<file path="src/rtl/wdt_pkg.sv">
package wdt_pkg;
  // Key bytes: the order within each pair is behaviour
  localparam logic [7:0] RefKeyA = 8'h1E;
  localparam logic [7:0] RefKeyB = 8'hE1;
  localparam logic [7:0] SwKeyA  = 8'h5A;
  localparam logic [7:0] SwKeyB  = 8'hA5;

  typedef enum logic [1:0] {
    KEY_IDLE,
    KEY_REF,
    KEY_SWR
  } keyState_t;

  // Strobes from control to datapath
  typedef struct packed {
    logic refresh;
    logic swReset;
    logic hold;
    logic clrOvf;
    logic clrSw;
  } wdtStrb_t;
endpackage

</file>
<file path="src/rtl/wdt_ctrl.sv">
module wdt_ctrl
  import wdt_pkg::*;
#(
  parameter int PULSE_LEN = 16
) (
  input  logic       clk,
  input  logic       rstN,
  input  logic       wrEn,
  input  logic       wrSel,
  input  logic [7:0] wrData,
  input  logic       tmoHit,
  output wdtStrb_t   strb,
  output logic       rstPulse
);
  localparam int PCNT_W = $clog2(PULSE_LEN + 1);

  keyState_t        keySt, keyNext;
  logic [PCNT_W-1:0] pulseCnt;
  logic             busy;
  logic             keyWr;
  logic             load;

  assign busy  = (pulseCnt != '0);
  assign keyWr = wrEn && !wrSel && !busy;

  always_comb begin
    keyNext = keySt;
    if (busy) begin
      keyNext = KEY_IDLE;
    end else if (keyWr) begin
      unique case (keySt)
        KEY_IDLE: begin
          if (wrData == RefKeyA)     keyNext = KEY_REF;
          else if (wrData == SwKeyA) keyNext = KEY_SWR;
          else                       keyNext = KEY_IDLE;
        end
        default: keyNext = KEY_IDLE;
      endcase
    end
  end

  always_comb begin
    strb.refresh = keyWr && (keySt == KEY_REF) && (wrData == RefKeyB);
    strb.swReset = keyWr && (keySt == KEY_SWR) && (wrData == SwKeyB);
    strb.hold    = busy;
    strb.clrOvf  = wrEn && wrSel && !wrData[0];
    strb.clrSw   = wrEn && wrSel && !wrData[1];
  end

  assign load = tmoHit || strb.swReset;

  always_ff @(posedge clk or negedge rstN) begin
    if (!rstN) begin
      keySt    <= KEY_IDLE;
      pulseCnt <= '0;
    end else begin
      keySt <= keyNext;
      if (load)      pulseCnt <= PCNT_W'(PULSE_LEN);
      else if (busy) pulseCnt <= pulseCnt - PCNT_W'(1);
    end
  end

  assign rstPulse = busy;


  pulse_len_chk: assert property (@(posedge clk) disable iff (!rstN)
    (busy && !load) |=> (pulseCnt == $past(pulseCnt) - PCNT_W'(1)));

  pulse_start_chk: assert property (@(posedge clk) disable iff (!rstN)
    $rose(rstPulse) |-> (pulseCnt == PCNT_W'(PULSE_LEN)));

  key_drop_chk: assert property (@(posedge clk) disable iff (!rstN)
    (keyWr && keySt != KEY_IDLE) |=> (keySt == KEY_IDLE));
endmodule

</file>
<file path="src/rtl/wdt_dp.sv">
module wdt_dp
  import wdt_pkg::*;
#(
  parameter int TMO_BASE = 14,
  parameter int SEL_W    = 3
) (
  input  logic             clk,
  input  logic             rstN,
  input  wdtStrb_t         strb,
  input  logic             wdtEnable,
  input  logic [SEL_W-1:0] tmoSel,
  input  logic             idleIn,
  input  logic             idleRunEn,
  output logic             tmoHit,
  output logic             flagOvf,
  output logic             flagSw
);
  localparam int CNT_W = TMO_BASE + (1 << SEL_W) - 1;

  logic [CNT_W-1:0] cnt;
  logic [CNT_W-1:0] cntLimit;
  logic             run;

  assign cntLimit = (CNT_W'(1) << (TMO_BASE + int'(tmoSel))) - CNT_W'(1);
  assign run      = wdtEnable && !strb.hold && !(idleIn && !idleRunEn);
  assign tmoHit   = run && !strb.refresh && (cnt >= cntLimit);

  always_ff @(posedge clk or negedge rstN) begin
    if (!rstN) begin
      cnt <= '0;
    end else if (!wdtEnable || strb.hold || strb.refresh || tmoHit) begin
      cnt <= '0;
    end else if (run) begin
      cnt <= cnt + CNT_W'(1);
    end
  end

  always_ff @(posedge clk or negedge rstN) begin
    if (!rstN) begin
      flagOvf <= 1'b0;
      flagSw  <= 1'b0;
    end else begin
      if (tmoHit)           flagOvf <= 1'b1;
      else if (strb.clrOvf) flagOvf <= 1'b0;
      if (strb.swReset)     flagSw  <= 1'b1;
      else if (strb.clrSw)  flagSw  <= 1'b0;
    end
  end


  cnt_hold_chk: assert property (@(posedge clk) disable iff (!rstN)
    !wdtEnable |=> (cnt == '0) && !tmoHit);

  ovf_set_chk: assert property (@(posedge clk) disable iff (!rstN)
    $rose(flagOvf) |-> $past(tmoHit));

  sw_set_chk: assert property (@(posedge clk) disable iff (!rstN)
    $rose(flagSw) |-> $past(strb.swReset));

  flag_keep_chk: assert property (@(posedge clk) disable iff (!rstN)
    (flagOvf && !strb.clrOvf) |=> flagOvf);

  idle_pause_chk: assert property (@(posedge clk) disable iff (!rstN)
    (wdtEnable && idleIn && !idleRunEn && !strb.hold && !strb.refresh) |=> $stable(cnt));
endmodule

</file>
<file path="src/rtl/wdt_rst_ctrl.sv">
module wdt_rst_ctrl
  import wdt_pkg::*;
#(
  parameter int TMO_BASE  = 14,
  parameter int SEL_W     = 3,
  parameter int PULSE_LEN = 16
) (
  input  logic             clk,
  input  logic             rstN,
  input  logic             wrEn,
  input  logic             wrSel,
  input  logic [7:0]       wrData,
  input  logic             wdtEnable,
  input  logic [SEL_W-1:0] tmoSel,
  input  logic             idleIn,
  input  logic             idleRunEn,
  output logic             rstPulse,
  output logic             flagOvf,
  output logic             flagSw
);
  wdtStrb_t strb;
  logic     tmoHit;

  wdt_ctrl #(.PULSE_LEN(PULSE_LEN)) i_ctrl (
    .clk     (clk),
    .rstN    (rstN),
    .wrEn    (wrEn),
    .wrSel   (wrSel),
    .wrData  (wrData),
    .tmoHit  (tmoHit),
    .strb    (strb),
    .rstPulse(rstPulse)
  );

  wdt_dp #(.TMO_BASE(TMO_BASE), .SEL_W(SEL_W)) i_dp (
    .clk      (clk),
    .rstN     (rstN),
    .strb     (strb),
    .wdtEnable(wdtEnable),
    .tmoSel   (tmoSel),
    .idleIn   (idleIn),
    .idleRunEn(idleRunEn),
    .tmoHit   (tmoHit),
    .flagOvf  (flagOvf),
    .flagSw   (flagSw)
  );
endmodule

</file>
<file path="config.mk">
export PLATFORM = sky130hd
export DESIGN_NAME = wdt_rst_ctrl
export DESIGN_NICKNAME = d
export VERILOG_FILES = /design/src/rtl/wdt_pkg.sv /design/src/rtl/wdt_ctrl.sv /design/src/rtl/wdt_dp.sv /design/src/rtl/wdt_rst_ctrl.sv
export SDC_FILE = /design/constraint.sdc
export NUM_CORES = 1
export LEC_CHECK = 0
export BUFFER_PORTS_ARGS = -buffer_cell sky130_fd_sc_hd__buf_4
export CAP_MARGIN = 5
export CORE_MARGIN = 5
export CORE_UTILIZATION = 53
export DETAILED_ROUTE_END_ITERATION = 8
export PLACE_DENSITY = 0.75
export SLEW_MARGIN = 15
export SYNTH_ARGS = -nofsm -noshare
export SYNTH_HDL_FRONTEND = slang
export SYNTH_SLANG_ARGS = --single-unit
</file>
<file path="constraint.sdc">
create_clock -name clk -period 1.95 [get_ports clk]
set_input_delay 0.0975 -clock clk [delete_from_list [all_inputs] [get_ports clk]]
set_output_delay 0.0975 -clock clk [all_outputs]
set_load 0.05 [all_outputs]
</file>
==> impl_summary.txt, run 1 <==
----------------------------------------------------
[GRT]
  Number of global-route vias before repair ... 1941
  Largest net degree at the start of global routing ... 31
  Number of antenna violations at the first check in global routing ... 0
  First-pass GRT wire length ... 9160 um
  Total GRT Usage ... 21.7%
  Residual overflow from global routing ... 0

[Clock network]
  TritonCTS clock tree ... yes
  Clock sink total ... 30
  Number of buffers inserted during clock tree synthesis ... 5
  Maximum number of buffers from clock root to sink ... 2
  Clock Tree Root ... clkbuf_8
  Clock latency on the worst-skew pair ... 280 ps
  Clock slew at the register clock pins of the worst setup and hold paths ... 60 ps
  H-tree levels ... 2

[Worst setup path]
  CP endpoint kind ... flop
  Worst R2R Path Depth ... 11
  Critical R2R Launch ... i_ctrl.pulseCnt[0]
  Cells along the critical path ... buf_8 -> clkinvlp_4 -> ha_4 -> inv_2 -> or3_4 -> xnor2_2 -> ha_4 -> nand4_1 -> buf_4 -> nor2_4 -> a31oi_4 -> o21ai_4 -> clkbuf_16 -> nor3_2
  Worst setup path startpoint ... tmoSel[2]
  Cell mode on critical path ... ha_4
  WP data required ... 2110 ps
  Worst EP arrival ... 2580 ps
  Sort of element at the start of the critical path ... primary input
  Highest fanout seen on the critical path ... 5
  Start-to-end type of the worst setup path ... primary input to flop
  Worst-path cell with the longest stage delay ... or3_4
  Last element of the critical path ... i_dp.cnt[17]
  Endpoint of the most critical register-to-register path ... i_dp.cnt[18]
  Setup slack of the most critical reg-to-reg path ... -340 ps
  Maximum cell stage delay along the critical path ... 330 ps

[Detailed routing]
  First-pass iteration count of the detailed router ... 5
  Total vias in the final route ... 2127
  DRC viols ... 0
  WL per Instance ... 17.5 um
  Post-route antenna net violation count ... 0
  Via density ... 5.88
  Routed wire length ... 6340 um
  DRT iter0 DRCs ... 220

[Cells and area]
  Final net count ... 352
  Combined area of the multi-input logic cells ... 1510 um^2
  Sequential Area ... 751 um^2
  Number of antenna cells inserted ... 0
  Final-layout fill cell count ... 245
  Ratio of cells with drive above 1 in the final layout ... 37.5%
  Final std cell area, no fill ... 3110 um^2
  Area Overhead vs Synth ... 42.9%

[Floorplan]
  Die X-Extent ... 74.1 um
  Total die area ... 5490 um^2
  Starting density of the core ... 54.5%
  Number of standard-cell rows in the floorplan ... 23
  Die Y-Extent ... 74.1 um
  I/O pins ... 21
  Core ar. ... 4000 um^2

[Timing]
  Post-layout minimum cycle time ... 2420 ps
  Final worst-path cycle share ... 124%
  Worst Skew ... 4.25 ps
  Post-Route Setup TNS ... -10970 ps
  Final count of hold timing violations ... 0
  Fin. max-slew vios ... 0
  Unrepaired setup endpoints after global routing ... true
  Maximum clock frequency ... 0.414 GHz
  Number of failing setup endpoints in the final timing report ... 25
  Worst Slack Setup Final ... -467 ps

[Power and ir drop]
  Leakage power figure ... 1.41 nW
  Total power consumption of the routed design ... 0.00191 W
  Worst IR drop on VDD ... 0.000460 V
  Power per cell area ... 615 nW/um^2

[Run status]
  Status ... finished with violations
  Violated checks ... setup timing

[Synthesis]
  Adder-cell share of the synthesized area ... 12.6%
  Most used standard cell by instance count after synthesis ... dfrtp_1
  Avg Inst Size Synth ... 9.35 um^2
  Library cell with the largest summed area after synthesis ... dfrtp_1
  Post-synth top area share ... 34.5%
  Top_reg_cell synth ... dfrtp_1
  Largest cells by area after synthesis ... dfrtp_1, ha_1, xor2_1, nor3_1, nand4_1
  Compound-Gate Fraction of Synth Area ... 9.48%
  Post-synthesis share of cell area spent on and, or, nand and nor gates ... 30.2%
  Area of the mapped netlist ... 2180 um^2
  Mux contribution to synthesized area ... 0.460%
  Fraction of registers with async set or reset after synthesis ... 100%
  Synth Instances ... 233
  Part of the Yosys area used for sequential elements ... 34.5%
  Xor/xnor share of the synthesized area ... 8.85%
  Flop and latch count out of synthesis ... 30
  Number of enable-type register cells in the synthesized netlist ... 0
  Total of warnings raised by yosys ... 0
  Combinational family with the most area after synthesis ... simple AND/OR/NAND/NOR gates
  Most frequent cells after synthesis ... dfrtp_1, nor3_1, ha_1, nand2_1, xor2_1
  Number of distinct library cell variants in the gate-level netlist after synthesis ... 43

[Placement]
  Cell Area, Placed ... 2740 um^2
  Buffers on Ports ... 20
  HPWL after DPL ... 3730 um
  Final weighted congestion of routability-driven global placement ... 0.841

[Worst hold path]
  Hold path cells ... 3
  Hold Path Origin ... wrData[1]
  Hold crit path type ... primary input to flop

[Job]
  Count of maximum capacitance violations ... 0

----------------------------------------------------
## per-stage QoR
stage	std cells	setup WS, ps	hold WS, ps	util (%)
final	362	-467	68.4	77.8
after global placement	344	-690	46.9	68.4
after CTS	358	-395	68.3	73.7
after global routing	362	-553	73.0	77.8
after floorplan	235	-438	-198	-
after detailed placement	344	-789	51.7	68.4
## cells in the final DEF (no fill, tap or decap), types with 2 or more instances in the layout
cell type  count
and4_1         2
buf_12         3
dfrtp_1       30
nor3_1        16
nand4_1       14
inv_2          3
clkbuf_8       5
nor2_4         2
and3_1         3
o21ai_0        7
nor4bb_1       2
nand2b_1       4
conb_1         3
a211oi_2       2
clkbuf_16      2
inv_1          4
buf_6          5
nor2_1         8
xnor2_1        5
a21oi_1        4
xor2_1        16
nand3_1       13
clkbuf_1       2
or3_1          3
buf_4         64
ha_1          19
nor3_2        10
nor3_4         2
a31oi_1        2
nand2_1       19
ha_4           3
nor2b_1        5
o21ai_1        3
## layer usage
metal / global-route usage (%) / vias to the layer above / wire length [um]
li1: - / 998 / -
met1: 30.2 / 1007 / 2540
met2: 34.0 / 103 / 3160
met3: 3.78 / 19 / 472
met4: 8.05 / 0 / 164
met5: 0 / - / 0
## registers in the layout (all words and copies together) (netlist names)
name,cells
i_ctrl.keySt,2
i_ctrl.pulseCnt,5
i_dp.cnt,21
i_dp.flagSw,1
i_dp.flagOvf,1
## where the power goes
group / internal [W] / leakage (nW) / switching, W
registers: 0.000668 / 0.411 / 0.0000379
logic: 0.000367 / 0.962 / 0.000378
clock network: 0.000245 / 0.0383 / 0.000217
## layout make-up
class | count | share of cell area (%)
inverters | 9 | 1.29
multi-input cells | 190 | 48.6
flip-flops and latches | 30 | 24.1
repair buffers | 76 | 21.6
well taps | 50 | 2.01
clock buffers | 7 | 2.45
## how the worst min path moves through the flow
stage / to / slack [ps]
detailed placement: i_ctrl.keySt[0] / 50
finish: i_dp.flagSw / 70
global placement: i_ctrl.keySt[1] / 50
global route: i_dp.flagSw / 70
floorplan: i_ctrl.keySt[0] / -200
CTS: i_dp.flagSw / 70
## kinds of logic (layout without fill, tap and decap cells)
logic type / after synthesis / after routing
multiplexers: 1 / 1
AO/OA/AOI/OAI: 30 / 30
AND/OR/NAND/NOR: 112 / 112
flip-flops: 30 / 30
adder cells (fa/ha/maj): 22 / 22
buffers and inverters: 15 / 92
XOR/XNOR: 22 / 22
other: 1 / 3
## worst max-delay path: cells and delay by family
kind | cells | cell delay [ps]
xor+xnor | 1 | 170
fa+ha+maj | 2 | 570
buf+inv | 5 | 640
simple gates | 4 | 660
compound gates | 2 | 440
## timing repair
item                                   4_1_cts  5_1_grt
endpoints found under the hold margin       30        0
hold buffers                                 1        0
buffers inserted                             6        1
pin swaps                                    6        7
cloned                                       0        3
gates resized for setup                     16       18
setup endpoints to repair                   25       28
(Power assumes the default switching activity.)
==> run 2: changes to the inputs <==
--- a/config.mk
+++ b/config.mk
@@ -7,6 +7,7 @@
 export LEC_CHECK = 0
 export BUFFER_PORTS_ARGS = -buffer_cell sky130_fd_sc_hd__buf_4
 export CAP_MARGIN = 5
+export CORE_ASPECT_RATIO = 0.6
 export CORE_MARGIN = 5
 export CORE_UTILIZATION = 53
 export DETAILED_ROUTE_END_ITERATION = 8
==> impl_summary.txt, run 2 (synthesis results as in run 1) <==
----------------------------------------------------
[Worst setup path]
  Stages on worst setup path ... 14 (unchanged)
  CP endpoint kind ... flop
  Worst EP arrival ... 2540 ps (-40 ps)
  Worst R2R Path Depth ... 11 (unchanged)
  Start-to-end type of the worst setup path ... primary input to flop
  Worst-path cell with the longest stage delay ... or3_4
  Sort of element at the start of the critical path ... primary input
  Cell mode on critical path ... ha_4
  Highest fanout seen on the critical path ... 8 (+3)
  Endpoint of the most critical register-to-register path ... i_dp.cnt[17]
  Setup slack of the most critical reg-to-reg path ... -220 ps (+120 ps)
  Cells along the critical path ... buf_8 -> clkinvlp_4 -> ha_4 -> inv_4 -> or3_4 -> xnor2_2 -> ha_4 -> nand4_1 -> o221ai_2 -> a31oi_4 -> a211oi_4 -> buf_12 -> clkbuf_16 -> nor3_1
  Maximum cell stage delay along the critical path ... 330 ps (about the same)
  Buffering stage count on the worst path with inverters included ... 5 (unchanged)
  WP data required ... 2120 ps (about the same)
  Critical R2R Launch ... i_ctrl.pulseCnt[0]
  Crit-path leading delay family ... compound AO/OA/AOI/OAI gates

[Cells and area]
  Ratio of cells with drive above 1 in the final layout ... 36.6% (-0.90 points)
  Sequential Area ... 751 um^2 (unchanged)
  Largest registers ... i_dp.cnt x21, i_ctrl.pulseCnt x5, i_ctrl.keySt x2
  Number of flip-flops under the largest register name ... 21 (unchanged)
  Top reg by flops ... i_dp.cnt
  Leading cell type in the layout, fill and taps excluded ... buf_4
  Area Overhead vs Synth ... 42.7%
  Final-layout fill cell count ... 274 (+12%)
  Final net count ... 346 (-1.7%)
  Combined area of the multi-input logic cells ... 1530 um^2 (+1.3%)
  Top library cells by usage in the layout, fill and taps aside ... buf_4, dfrtp_1, ha_1
  Number of antenna cells inserted ... 0 (unchanged)

[Timing]
  Fin. max-slew vios ... 0 (unchanged)
  Final worst-path cycle share ... 121% (-2.7 points)
  Slew HR ... 55.4%
  Number of failing setup endpoints in the final timing report ... 25 (unchanged)
  Worst Slack Setup Final ... -414 ps (+52.6 ps)
  Maximum clock frequency ... 0.423 GHz (+2.2%)
  Post-layout minimum cycle time ... 2360 ps (-52.6 ps)
  Worst-Margin Slew ... 667 ps
  Unrepaired setup endpoints after global routing ... true
  Final count of hold timing violations ... 0 (unchanged)
  Worst Skew ... 5.32 ps (+1.06 ps)

[Power and ir drop]
  Proportion of total power due to net switching ... 32.6% (-0.46 points)
  Total power consumption of the routed design ... 0.00186 W (-2.7%)
  Int Power ... 0.00125 W (-2.0%)
  Power per cell area ... 599 nW/um^2 (-2.6%)
  Leakage power figure ... 1.40 nW (-1.1%)
  Switching power total ... 0.000608 W (-4.0%)
  Combinational share of power ... 36.9% (-2.0 points)
  Clock share of power ... 25.5% (+1.4 points)
  Worst IR drop on VDD ... 0.000342 V (-26%)
  Part of the power in registers ... 37.6% (+0.7 points)

[Floorplan]
  Starting density of the core ... 54.0% (-0.42 points)
  Die X-Extent ... 92.8 um (+25%)
  I/O pins ... 21 (unchanged)
  Number of standard-cell rows in the floorplan ... 18 (-22%)
  Die Y-Extent ... 59.7 um (-19%)
  Core ar. ... 4030 um^2 (+0.78%)
  Total die area ... 5530 um^2 (+0.77%)

[Detailed routing]
  First-pass iteration count of the detailed router ... 4 (-1)
  DRT iter0 DRCs ... 98 (-55%)
  WL per Instance ... 17.8 um (+1.7%)
  Post-route antenna net violation count ... 0 (unchanged)
  DRC viols ... 0 (unchanged)
  Via density ... 5.87 (-0.18%)
  Total vias in the final route ... 2088 (-1.8%)
  Routed wire length ... 6340 um (unchanged)

[Clock network]
  TritonCTS clock tree ... yes
  H-tree levels ... 2 (unchanged)
  Clock sink total ... 30 (unchanged)
  Number of buffers inserted during clock tree synthesis ... 5 (unchanged)
  Clock Tree Root ... clkbuf_8
  Clock latency on the worst-skew pair ... 290 ps (about the same)
  Clock slew at the register clock pins of the worst setup and hold paths ... 60 ps (about the same)
  Maximum number of buffers from clock root to sink ... 2 (unchanged)

[GRT]
  Number of global-route vias before repair ... 2103 (+8.3%)
  Total GRT Usage ... 24.8% (+3.1 points)
  First-pass GRT wire length ... 10500 um (+15%)
  Residual overflow from global routing ... 0 (unchanged)
  Largest net degree at the start of global routing ... 31 (unchanged)
  Number of antenna violations at the first check in global routing ... 0 (unchanged)

[Worst hold path]
  Hold crit path type ... primary input to flop
  Hold path cells ... 3 (unchanged)
  Worst-case hold path end point ... i_dp.flagSw
  Hold Path Origin ... wrData[1]

[Placement]
  Buffers on Ports ... 20 (unchanged)
  Post-Place Setup Slack ... -804 ps (-15.2 ps)
  Final weighted congestion of routability-driven global placement ... 0.838 (-0.44%)
  HPWL after DPL ... 4200 um (+13%)

[Run status]
  Status ... finished with violations
  Violated checks ... setup timing

[Job]
  Count of maximum capacitance violations ... 0 (unchanged)

----------------------------------------------------
==> run 2: cell count changes in the layout (fill, tap and decap cells not counted), moves of 2 or more <==
cell / delta
buf_6: -3
nor3_4: +2
nor3_2: -2
buf_16: +2
buf_4: -5
inv_2: -2
==> run 2: cell type report <==
| type | instances | share of cell area [%] |
|---|---|---|
| multi-input cells | 190 | 49.3 |
| flip-flops and latches | 30 | 24.1 |
| repair buffers | 70 | 20.8 |
| clock buffers | 7 | 2.45 |
| well taps | 50 | 2.01 |
| inverters | 9 | 1.37 |
==> run 2: worst register-to-register path: cells and delay by family (launching register included) <==
kind	cells	cell delay, ps
flops	1	380
xor+xnor	1	300
fa+ha+maj	1	220
simple gates	5	660
buf+inv	4	500
==> run 2: per-layer routing <==
| layer | track usage [%] | routed length, um | part of all wire, % | vias up |
|---|---|---|---|---|
| met5 | 0 | 0 | 0 | - |
| met4 | 8.77 | 117 | 1.8 | 0 |
| met3 | 5.53 | 371 | 5.8 | 17 |
| met2 | 39.3 | 2900 | 46 | 66 |
| met1 | 34.0 | 2960 | 47 | 1018 |
| li1 | - | - | - | 987 |
==> run 2: power by group through the flow <==
stage | combinational [W] | clock, W | sequential (W)
2_1_floorplan | 0.000328 | 0 | 0.000709
4_1_cts | 0.000658 | 0.000487 | 0.000701
5_1_grt | 0.000741 | 0.000511 | 0.000710
3_5_place_dp | 0.000571 | 0 | 0.000712
3_3_place_gp | 0.000557 | 0 | 0.000709
6_report | 0.000687 | 0.000474 | 0.000701
==> run 2: repair_timing <==
action	in CTS	in global routing
pin swaps	7	2
setup endpoints to repair	25	28
endpoints found under the hold margin	30	0
buffers inserted	3	0
gates resized for setup	30	10
cloned	2	1
hold buffers	1	0
==> run 2: how the worst max path moves through the flow <==
stage | start | endpoint | slack (ps)
6_report | tmoSel[2] | i_dp.cnt[9] | -410
4_1_cts | tmoSel[2] | i_dp.cnt[4] | -340
3_5_place_dp | tmoSel[2] | i_dp.cnt[17] | -800
5_1_grt | tmoSel[2] | i_dp.cnt[12] | -490
3_3_place_gp | tmoSel[1] | i_dp.flagOvf | -680
2_1_floorplan | tmoSel[2] | i_dp.cnt[10] | -440
==> run 2: per-stage QoR <==
step                hold slack [ps]  TNS (ps)  area (um^2)  instances  util, %
global route                   92.2    -11500         3110        356     77.1
detailed placement             50.5    -18530         2740        342     67.8
finish                         86.4     -9630         3110        356     77.1
CTS                            61.9     -7940         3020        355     75.0
global placement               47.4    -16190         2740        342     67.8
floorplan                      -198    -10440         2210        235        -
